--- src/rtl/sdram_seq_pkg.sv ---
package sdram_seq_pkg;

  typedef enum logic [3:0] {
    CMD_NOP  = 4'd0,
    CMD_ACT  = 4'd1,
    CMD_RD   = 4'd2,
    CMD_WR   = 4'd3,
    CMD_RDA  = 4'd4,
    CMD_WRA  = 4'd5,
    CMD_PRE  = 4'd6,
    CMD_PALL = 4'd7,
    CMD_REF  = 4'd8
  } sdram_cmd_e;

  typedef enum logic [1:0] {
    ST_IDLE = 2'd0,
    ST_ACT  = 2'd1,
    ST_RW   = 2'd2,
    ST_REF  = 2'd3
  } seq_state_e;

  // A 2-bit timing field v stands for v+1 cycles.
  function automatic logic [3:0] field_cycles(input logic [1:0] f);
    return {2'b00, f} + 4'd1;
  endfunction

endpackage

--- src/rtl/open_row_table.sv ---
module open_row_table #(
  parameter int NUM_BANKS = 4,
  parameter int ROW_W     = 12,
  localparam int BANK_W   = $clog2(NUM_BANKS)
) (
  input  logic              clk,
  input  logic              rst,
  input  logic [BANK_W-1:0] look_bank,
  input  logic [ROW_W-1:0]  look_row,
  output logic              look_open,
  output logic              look_hit,
  output logic              any_open,
  input  logic              set_en,
  input  logic [BANK_W-1:0] set_bank,
  input  logic [ROW_W-1:0]  set_row,
  input  logic              clr_en,
  input  logic [BANK_W-1:0] clr_bank,
  input  logic              clr_all
);

  logic [NUM_BANKS-1:0] valid_q;
  logic [ROW_W-1:0]     row_q [NUM_BANKS];

  for (genvar b = 0; b < NUM_BANKS; b++) begin : g_bank
    always_ff @(posedge clk) begin
      if (rst) begin
        valid_q[b] <= 1'b0;
      end else if (clr_all || (clr_en && clr_bank == BANK_W'(b))) begin
        valid_q[b] <= 1'b0;
      end else if (set_en && set_bank == BANK_W'(b)) begin
        valid_q[b] <= 1'b1;
      end
    end

    always_ff @(posedge clk) begin
      if (set_en && set_bank == BANK_W'(b)) begin
        row_q[b] <= set_row;
      end
    end
  end

  always_comb begin
    look_open = valid_q[look_bank];
    look_hit  = valid_q[look_bank] && (row_q[look_bank] == look_row);
    any_open  = |valid_q;
  end

endmodule

--- src/rtl/cmd_spacing_timer.sv ---
module cmd_spacing_timer #(
  parameter int CW = 4
) (
  input  logic          clk,
  input  logic          rst,
  input  logic          gap_load,
  input  logic [CW-1:0] gap_cycles,
  input  logic          wr_load,
  input  logic [CW-1:0] wr_cycles,
  output logic          gap_free,
  output logic          wr_free
);

  logic [CW-1:0] load_val [2];
  logic [1:0]    load_en;
  logic [1:0]    is_zero;

  assign load_en  = {wr_load, gap_load};
  assign load_val[0] = gap_cycles;
  assign load_val[1] = wr_cycles;

  for (genvar i = 0; i < 2; i++) begin : g_cnt
    logic [CW-1:0] cnt_q;
    always_ff @(posedge clk) begin
      if (rst) begin
        cnt_q <= '0;
      end else if (load_en[i]) begin
        cnt_q <= load_val[i] - CW'(1);
      end else if (cnt_q != '0) begin
        cnt_q <= cnt_q - CW'(1);
      end
    end
    assign is_zero[i] = (cnt_q == '0);
  end

  assign gap_free = is_zero[0];
  assign wr_free  = is_zero[1];

endmodule

--- src/rtl/refresh_timer.sv ---
module refresh_timer #(
  parameter int REF_W = 16
) (
  input  logic             clk,
  input  logic             rst,
  input  logic [REF_W-1:0] interval,
  input  logic             ack,
  output logic             pending
);

  logic [REF_W-1:0] cnt_q;

  always_ff @(posedge clk) begin
    if (rst) begin
      cnt_q   <= '0;
      pending <= 1'b0;
    end else if (interval == '0) begin
      cnt_q <= '0;
      if (ack) pending <= 1'b0;
    end else if (cnt_q >= interval - REF_W'(1)) begin
      cnt_q   <= '0;
      pending <= 1'b1;
    end else begin
      cnt_q <= cnt_q + REF_W'(1);
      if (ack) pending <= 1'b0;
    end
  end

endmodule

--- src/rtl/sdram_row_sequencer.sv ---
module sdram_row_sequencer
  import sdram_seq_pkg::*;
#(
  parameter int NUM_BANKS = 4,
  parameter int ROW_W     = 12,
  parameter int COL_W     = 9,
  parameter int REF_W     = 16,
  localparam int BANK_W   = $clog2(NUM_BANKS),
  localparam int CW       = 4
) (
  input  logic              clk,
  input  logic              rst,
  input  logic              cfg_keep_open,
  input  logic [1:0]        cfg_t_pre,
  input  logic [1:0]        cfg_t_rcd,
  input  logic [1:0]        cfg_t_wr,
  input  logic [REF_W-1:0]  cfg_ref_interval,
  input  logic              req_valid,
  input  logic              req_write,
  input  logic [BANK_W-1:0] req_bank,
  input  logic [ROW_W-1:0]  req_row,
  input  logic [COL_W-1:0]  req_col,
  output logic              req_ready,
  output logic [3:0]        cmd_code,
  output logic [BANK_W-1:0] cmd_bank,
  output logic [ROW_W-1:0]  cmd_addr
);

  seq_state_e  state_q, state_d;
  sdram_cmd_e  cmd_q, issue;
  logic [BANK_W-1:0] iss_bank;
  logic [ROW_W-1:0]  iss_addr;
  logic [CW-1:0]     gap_cyc;
  logic [CW-1:0]     t_pre, t_rcd, t_wr;
  logic gap_free, wr_free, wr_load;
  logic look_open, look_hit, any_open;
  logic set_en, clr_en, clr_all;
  logic ref_pend, ref_ack, rdy_d, do_act, do_rw;
  sdram_cmd_e rw_cmd;
  logic [CW-1:0] rw_gap;

  assign t_pre = field_cycles(cfg_t_pre);
  assign t_rcd = field_cycles(cfg_t_rcd);
  assign t_wr  = field_cycles(cfg_t_wr);

  open_row_table #(.NUM_BANKS(NUM_BANKS), .ROW_W(ROW_W)) u_rows (
    .clk(clk), .rst(rst),
    .look_bank(req_bank), .look_row(req_row),
    .look_open(look_open), .look_hit(look_hit), .any_open(any_open),
    .set_en(set_en), .set_bank(req_bank), .set_row(req_row),
    .clr_en(clr_en), .clr_bank(req_bank), .clr_all(clr_all)
  );

  cmd_spacing_timer #(.CW(CW)) u_space (
    .clk(clk), .rst(rst),
    .gap_load(issue != CMD_NOP), .gap_cycles(gap_cyc),
    .wr_load(wr_load), .wr_cycles(t_wr),
    .gap_free(gap_free), .wr_free(wr_free)
  );

  refresh_timer #(.REF_W(REF_W)) u_ref (
    .clk(clk), .rst(rst),
    .interval(cfg_ref_interval), .ack(ref_ack), .pending(ref_pend)
  );

  // Column command and the silence that follows it, per policy.
  always_comb begin
    if (cfg_keep_open) begin
      rw_cmd = req_write ? CMD_WR : CMD_RD;
      rw_gap = CW'(1);
    end else begin
      rw_cmd = req_write ? CMD_WRA : CMD_RDA;
      rw_gap = req_write ? (t_wr + t_pre) : t_pre;
    end
  end

  always_comb begin
    state_d  = state_q;
    issue    = CMD_NOP;
    iss_bank = req_bank;
    iss_addr = req_row;
    gap_cyc  = CW'(1);
    wr_load  = 1'b0;
    set_en   = 1'b0;
    clr_en   = 1'b0;
    clr_all  = 1'b0;
    ref_ack  = 1'b0;
    rdy_d    = 1'b0;
    do_act   = 1'b0;
    do_rw    = 1'b0;

    case (state_q)
      ST_IDLE: begin
        if (gap_free) begin
          if (ref_pend) begin
            if (any_open) begin
              if (wr_free) begin
                issue    = CMD_PALL;
                iss_bank = '0;
                gap_cyc  = t_pre;
                state_d  = ST_REF;
              end
            end else begin
              issue    = CMD_REF;
              iss_bank = '0;
              gap_cyc  = t_pre;
              clr_all  = 1'b1;
              ref_ack  = 1'b1;
            end
          end else if (req_valid && !req_ready) begin
            if (look_hit) begin
              do_rw = 1'b1;
            end else if (look_open) begin
              if (wr_free) begin
                issue   = CMD_PRE;
                gap_cyc = t_pre;
                clr_en  = 1'b1;
                state_d = ST_ACT;
              end
            end else begin
              do_act = 1'b1;
            end
          end
        end
      end
      ST_ACT: begin
        if (gap_free) do_act = 1'b1;
      end
      ST_RW: begin
        if (gap_free) do_rw = 1'b1;
      end
      ST_REF: begin
        if (gap_free) begin
          issue    = CMD_REF;
          iss_bank = '0;
          gap_cyc  = t_pre;
          clr_all  = 1'b1;
          ref_ack  = 1'b1;
          state_d  = ST_IDLE;
        end
      end
      default: state_d = ST_IDLE;
    endcase

    if (do_act) begin
      issue    = CMD_ACT;
      iss_addr = req_row;
      gap_cyc  = t_rcd;
      set_en   = cfg_keep_open;
      state_d  = ST_RW;
    end
    if (do_rw) begin
      issue    = rw_cmd;
      iss_addr = ROW_W'(req_col);
      gap_cyc  = rw_gap;
      rdy_d    = 1'b1;
      wr_load  = cfg_keep_open && req_write;
      clr_en   = !cfg_keep_open;
      state_d  = ST_IDLE;
    end
  end

  always_ff @(posedge clk) begin
    if (rst) begin
      state_q   <= ST_IDLE;
      cmd_q     <= CMD_NOP;
      cmd_bank  <= '0;
      cmd_addr  <= '0;
      req_ready <= 1'b0;
    end else begin
      state_q   <= state_d;
      cmd_q     <= issue;
      cmd_bank  <= (issue == CMD_NOP) ? '0 : iss_bank;
      cmd_addr  <= (issue == CMD_NOP) ? '0 : iss_addr;
      req_ready <= rdy_d;
    end
  end

  assign cmd_code = cmd_q;

endmodule

--- config.mk ---
export PLATFORM = sky130hd
export DESIGN_NAME = sdram_row_sequencer
export DESIGN_NICKNAME = d
export VERILOG_FILES = /design/src/rtl/sdram_seq_pkg.sv /design/src/rtl/open_row_table.sv /design/src/rtl/cmd_spacing_timer.sv /design/src/rtl/refresh_timer.sv /design/src/rtl/sdram_row_sequencer.sv
export SDC_FILE = /design/constraint.sdc
export NUM_CORES = 1
export LEC_CHECK = 0
export BUFFER_PORTS_ARGS = -buffer_cell sky130_fd_sc_hd__buf_2
export CAP_MARGIN = 20
export CORE_MARGIN = 1.5
export CORE_UTILIZATION = 52
export CTS_CLUSTER_DIAMETER = 200
export DETAILED_ROUTE_END_ITERATION = 8
export GPL_TIMING_DRIVEN = 0
export PLACE_DENSITY = 0.76
export SLEW_MARGIN = 20
export SYNTH_ARGS = -nofsm -noshare
export SYNTH_HDL_FRONTEND = slang
export SYNTH_SLANG_ARGS = --single-unit
--- constraint.sdc ---
create_clock -name clk -period 3.25 [get_ports clk]
set_input_delay 0.4875 -clock clk [delete_from_list [all_inputs] [get_ports clk]]
set_output_delay 0.4875 -clock clk [all_outputs]
set_load 0.03 [all_outputs]
==> flow_metrics.env, run 1 <==
export IMPL_syn2layout_area_growth_pct=20.0
export IMPL_port_buffers=66
export IMPL_start_util_pct=53.9
export IMPL_final_cell_mix="buf_2 (65), nor2_1 (51), dfxtp_1 (50)"
export IMPL_startpoint_type="primary input"
export IMPL_drtIter0Drc=163
export IMPL_synth_edf_count=48
export IMPL_path_clk_slew_ps=110
export IMPL_power_density_mw_per_mm2=574
export IMPL_synth_seq_cells=98
export IMPL_clock_latency_ps=360
export IMPL_min_path_type="primary input to flop"
export IMPL_h_tree_depth=3
export IMPL_required_ps=3490
export IMPL_min_period_over_period_pct=96.9
export IMPL_drt_pass1_iterations=4
export IMPL_relSlewSlack_pct=29.2
export IMPL_syn_num_nets=545
export IMPL_die_area_sq_mm=0.0103
export IMPL_ant_nets=0
export IMPL_setup_viol=0
export IMPL_antenna_cells=0
export IMPL_dr_total_vias=3805
export IMPL_wl_per_cell_microns=16.2
export IMPL_postSynth_asyncResetShare_pct=0
export IMPL_fin_skew_ps=15.0
export IMPL_rsz0062_at_grt="true"
export IMPL_overflow=0
export IMPL_worst_setup_path_end_kind="flop"
export IMPL_grt_total_usage_pct=22.7
export IMPL_timing_max_cap_violations=0
export IMPL_synth_area_sq_mm=0.00503
export IMPL_finalMaxSlewViolations=0
export IMPL_vias_per_cell=5.50
export IMPL_layout_area_seq_sq_mm=0.00244
export IMPL_cts_tree="yes"
export IMPL_max_freq_mhz=318
export IMPL_die_w_microns=101
export IMPL_clkSinkCount=98
export IMPL_io_pins=69
export IMPL_root_buffer="clkbuf_8"
export IMPL_numCtsBuffers=9
export IMPL_drive_gt1_share_pct=27.2
export IMPL_grt_max_degree=19
export IMPL_rows=35
export IMPL_synth_cells=465
export IMPL_mostFrequentLayoutCell="buf_2"
export IMPL_core_sq_mm=0.00933
export IMPL_wirelength_mm=11.2
export IMPL_ir_drop_mv=0.279
export IMPL_drc=0
export IMPL_hold_viol_final=0
export IMPL_multi_input_area_sq_mm=0.00260
export IMPL_nFillCells=734
export IMPL_grt_pass1_wl_mm=18.0
export IMPL_ys_seq_area_share_pct=48.6
export IMPL_dp_hpwl_mm=8.07
export IMPL_grt_pass1_vias=3832
export IMPL_path_max_fanout=8
export IMPL_gp_congestion=0.841
export IMPL_antenna_found_initial=0
export IMPL_fin_nets=638
export IMPL_status="completed"
export IMPL_syn_area_per_cell_sq_um=10.8
export IMPL_yosys_warnings=0
export IMPL_leakage_nw=2.45
export IMPL_worstSetupPathType="primary input to flop"
export IMPL_cts_buffer_depth=2
export IMPL_synth_ff_type="dfxtp_1"
export IMPL_tightest_slew_ps=1050
export IMPL_final_core_util_pct=64.7
export IMPL_synth_cell_type_count=54
export IMPL_die_y_microns=101
export IMPL_worstPathArrival_ps=3390
export IMPL_finalCriticalPeriod_ps=3150
export IMPL_fin_total_pwr_mw=3.46
-- flip-flops by register name, summed over array words and instances (netlist names) --
signal               cells
u_space.g_cnt.cnt_q      8
u_ref.pending            1
cmd_addr                12
u_ref.cnt_q             16
u_rows.valid_q           4
cmd_code                 4
u_rows.row_q            48
state_q                  2
req_ready                1
cmd_bank                 2
-- Yosys cell counts (all sizes together) (2+ instances only) --
| library cell | number | share of area (%) |
|---|---|---|
| a211oi | 5 | 0.85 |
| o211ai | 2 | 0.30 |
| dfxtp | 50 | 20 |
| nor3 | 11 | 1.1 |
| a211o | 2 | 0.35 |
| ha | 29 | 7.2 |
| a31oi | 5 | 0.62 |
| nor3b | 4 | 0.60 |
| xnor2 | 32 | 5.7 |
| or3 | 7 | 0.87 |
| buf | 3 | 0.55 |
| a22o | 2 | 0.35 |
| nor2 | 58 | 4.4 |
| clkbuf | 11 | 0.82 |
| nand3 | 9 | 1.0 |
| inv | 17 | 1.3 |
| nand2 | 41 | 3.1 |
| mux2i | 3 | 0.60 |
| a21oi | 21 | 2.1 |
| nand2b | 4 | 0.50 |
| and3 | 7 | 0.87 |
| o21ai | 14 | 1.4 |
| a21o | 7 | 1.0 |
| nor2b | 5 | 0.62 |
| and2 | 8 | 1.0 |
| o31ai | 2 | 0.30 |
| edfxtp | 48 | 29 |
| nand4 | 6 | 0.87 |
| xor2 | 13 | 2.3 |
| nor4 | 8 | 1.0 |
| or4 | 2 | 0.30 |
| mux4 | 13 | 5.8 |
| o22ai | 2 | 0.25 |
-- worst max-delay path: stages --
cell	delay [ps]
buf_4	130
bufbuf_16	270
mux4_2	520
xnor2_2	190
nand4_4	170
o41ai_4	390
and2_4	240
nand3_4	130
mux2i_2	230
ha_2	240
xnor2_1	120
nor2_1	50
a21oi_1	170
nor2_1	50
-- power by group --
part / internal [mW] / switching [mW] / total, mW / leakage (nW)
logic: 0.461 / 0.698 / 1.16 / 1.51
clock network: 0.371 / 0.450 / 0.821 / 0.108
registers: 1.42 / 0.0617 / 1.48 / 0.840
-- logic make-up (layout without fill, tap and decap cells) --
kind of cell / count (synthesis) / in the layout / share of synthesized area (%)
AND/OR/NAND/NOR: 173 / 173 / 16.7
flip-flops: 98 / 98 / 48.6
AO/OA/AOI/OAI: 71 / 71 / 9.85
adder cells (fa/ha/maj): 30 / 30 / 7.61
buffers and inverters: 31 / 129 / 2.64
multiplexers: 17 / 17 / 6.64
XOR/XNOR: 45 / 45 / 7.99
-- path summary, 6_finish.rpt --
kind                                          start                         to  slack (ps)  depth (start not counted)
worst max register to register  u_rows.row_q[3][10]  u_space.g_cnt[1].cnt_q[2]         160                         12
worst max-delay path                    req_bank[0]  u_space.g_cnt[1].cnt_q[2]         100                         14
worst min register to register       u_ref.cnt_q[0]             u_ref.cnt_q[0]         480                          1
worst min-delay path                     req_col[7]                cmd_addr[7]         360                          3
-- layout make-up --
cell class / count / share of cell area [%]
clock inverters: 7 / 1.39
plain buffers: 13 / 1.26
clock buffers: 9 / 2.05
well taps: 129 / 2.67
flip-flops and latches: 98 / 40.5
multi-input cells: 336 / 43.1
inverters: 17 / 1.06
repair buffers: 83 / 8.04
-- metrics by stage --
stage	TNS, ps	std cells	setup WS [ps]	area, sq um	hold WS [ps]
finish	0	692	102	6040	355
global placement	-54350	660	-1070	5540	454
CTS	0	685	16.4	5910	333
global route	-97.6	692	-95.5	6040	342
floorplan	-532	465	-57.7	5040	437
detailed placement	-15990	663	-691	5580	463
-- timing repair --
item | CTS | global route
hold buffers | 0 | 0
gates resized for setup | 12 | 19
buffers inserted | 6 | 7
pin swaps | 9 | 6
gates cloned | 1 | 0
endpoints found under the setup margin | 17 | 30
-- per-layer routing --
metal	vias up	global-route usage [%]	part of all wire, %
met5	-	0	0
met4	0	5.45	0.55
met3	4	3.59	3.4
met2	84	40.9	52
met1	1850	28.7	44
li1	1867	-	-
Note: power is estimated with default switching activity, not from simulation.
==> run 2, diff against run 1 <==
--- a/config.mk
+++ b/config.mk
@@ -7,7 +7,6 @@
 export LEC_CHECK = 0
 export BUFFER_PORTS_ARGS = -buffer_cell sky130_fd_sc_hd__buf_2
 export CAP_MARGIN = 20
-export CORE_MARGIN = 1.5
 export CORE_UTILIZATION = 52
 export CTS_CLUSTER_DIAMETER = 200
 export DETAILED_ROUTE_END_ITERATION = 8
==> run 2 against run 1 <==
Sequential share of layout area about the same. Final cell count grew 0.58%. Combinational power barely moved. Largest cell class unchanged.
==> flow_metrics.env, run 2 (synthesis results as in run 1) <==
export IMPL_status="completed"
export IMPL_tightest_slew_ps=957
export IMPL_biggestRegsByFlops="u_rows.row_q x48, u_ref.cnt_q x16, cmd_addr x12"
export IMPL_dp_hpwl_mm=8.17
export IMPL_vias_per_cell=5.61
export IMPL_antenna_cells=0
export IMPL_timing_max_cap_violations=0
export IMPL_final_cell_mix="buf_2 (66), nor2_1 (55), dfxtp_1 (50)"
export IMPL_rows=35
export IMPL_path_max_fanout=8
export IMPL_min_path_type="primary input to flop"
export IMPL_drive_gt1_share_pct=26.5
export IMPL_r2r_cells=12
export IMPL_tns_ps=0
export IMPL_design_area_sq_mm=0.00604
export IMPL_drc=0
export IMPL_root_buffer="clkbuf_8"
export IMPL_crit_path_end="u_space.g_cnt[1].cnt_q[2]"
export IMPL_worst_setup_path_end_kind="flop"
export IMPL_required_ps=3500
export IMPL_port_buffers=66
export IMPL_cts_tree="yes"
export IMPL_max_freq_mhz=317
export IMPL_cts_buffer_depth=2
export IMPL_worstSetupPathType="primary input to flop"
export IMPL_place_area_sq_mm=0.00559
export IMPL_finalCriticalPeriod_ps=3150
export IMPL_power_density_mw_per_mm2=559
export IMPL_placed_cells=663
export IMPL_clkSinkCount=98
export IMPL_r2r_end="u_space.g_cnt[1].cnt_q[2]"
export IMPL_antenna_found_initial=0
export IMPL_clock_latency_ps=360
export IMPL_regToRegStartpoint="u_rows.row_q[3][1]"
export IMPL_wl_per_cell_microns=16.1
export IMPL_regToRegSetupSlack_ps=160
export IMPL_startpoint_type="primary input"
export IMPL_fin_skew_ps=14.3
export IMPL_fin_cells=696
export IMPL_largest_register_ffs=48
export IMPL_drt_pass1_iterations=5
export IMPL_die_w_microns=100
export IMPL_rsz0062_at_grt="true"
export IMPL_io_pins=69
export IMPL_leakage_nw=2.47
export IMPL_overflow=0
export IMPL_grt_pass1_wl_mm=17.7
export IMPL_regMostFlops="u_rows.row_q"
export IMPL_hold_viol_final=0
export IMPL_numCtsBuffers=9
export IMPL_finalMaxSlewViolations=0
export IMPL_die_area_sq_mm=0.0101
export IMPL_fin_nets=642
export IMPL_path_clk_slew_ps=100
export IMPL_wirelength_mm=11.2
export IMPL_setup_worst_path_start="req_bank[0]"
export IMPL_core_sq_mm=0.00928
export IMPL_worstPathArrival_ps=3400
export IMPL_grt_total_usage_pct=22.8
export IMPL_start_util_pct=54.2
export IMPL_gp_congestion=0.881
export IMPL_die_y_microns=100
export IMPL_ir_drop_mv=0.247
export IMPL_h_tree_depth=3
export IMPL_setup_viol=0
export IMPL_dr_total_vias=3902
export IMPL_ant_nets=0
export IMPL_mostFrequentLayoutCell="buf_2"
export IMPL_grt_max_degree=18
export IMPL_relSlewSlack_pct=35.6
export IMPL_min_period_over_period_pct=96.9
export IMPL_grt_pass1_vias=3706
export IMPL_syn2layout_area_growth_pct=20.1
export IMPL_drtIter0Drc=148
## run 2: per-stage QoR
stage          total power [mW]  hold slack [ps]  utilization (%)  setup WS (ps)
4_1_cts                    3.32              351             63.3           2.57
3_5_place_dp               2.58              469             60.2           -749
3_3_place_gp               2.54              454             59.6          -1060
6_report                   3.38              360             65.1           99.8
5_1_grt                    3.56              359             65.1          -55.3
2_1_floorplan              2.29              437                -          -57.7
## run 2: worst max-delay path, cell delays in order
cell and delay [ps]:
buf_8 90, buf_12 110, buf_8 100, mux4_2 530, xnor2_2 170, nand4_1 230, o41ai_4 420, and2_4 260
nand3_4 150, mux2i_4 260, ha_4 180, xnor2_2 140, nor2_1 60, a21oi_1 160, nor2_1 50
## run 2: worst min-delay path by stage
stage	from	to	slack, ps	depth (start not counted)
6_report	req_col[4]	cmd_addr[4]	360	3
5_1_grt	req_col[7]	cmd_addr[7]	360	3
4_1_cts	req_col[8]	cmd_addr[8]	350	3
3_5_place_dp	u_ref.cnt_q[0]	u_ref.cnt_q[0]	470	1
3_3_place_gp	u_ref.cnt_q[0]	u_ref.cnt_q[0]	450	1
2_1_floorplan	u_ref.cnt_q[0]	u_ref.cnt_q[0]	440	1
## run 2: what timing repair did
item | 4_1_cts | 5_1_grt
cloned | 0 | 0
pin swaps | 6 | 8
hold buffers | 0 | 0
setup endpoints to repair | 17 | 24
resized for setup | 13 | 19
setup buffers | 7 | 11
endpoints found under the hold margin | 0 | 0
## run 2: power by group
| group | leakage, nW | internal (mW) | switching, mW |
|---|---|---|---|
| Combinational | 1.54 | 0.482 | 0.689 |
| Sequential | 0.840 | 1.42 | 0.0644 |
| Clock | 0.0921 | 0.284 | 0.436 |
| Total | 2.47 | 2.19 | 1.19 |
## run 2: area by class of cell
| cell class | count | area [sq um] |
|---|---|---|
| plain buffers | 13 | 80.1 |
| clock inverters | 7 | 51.3 |
| flip-flops and latches | 98 | 2440 |
| multi-input cells | 336 | 2600 |
| well taps | 129 | 161 |
| clock buffers | 9 | 124 |
| inverters | 17 | 63.8 |
| fillers | 771 | 3240 |
| repair buffers | 87 | 522 |
## run 2: routing by layer
layer | share of wire (%) | GRT usage (%) | vias up
met4 | 1.5 | 9.03 | 0
met3 | 3.8 | 2.86 | 13
met2 | 52 | 40.5 | 107
met1 | 43 | 28.3 | 1903
li1 | - | - | 1879
met5 | 0 | 0 | -
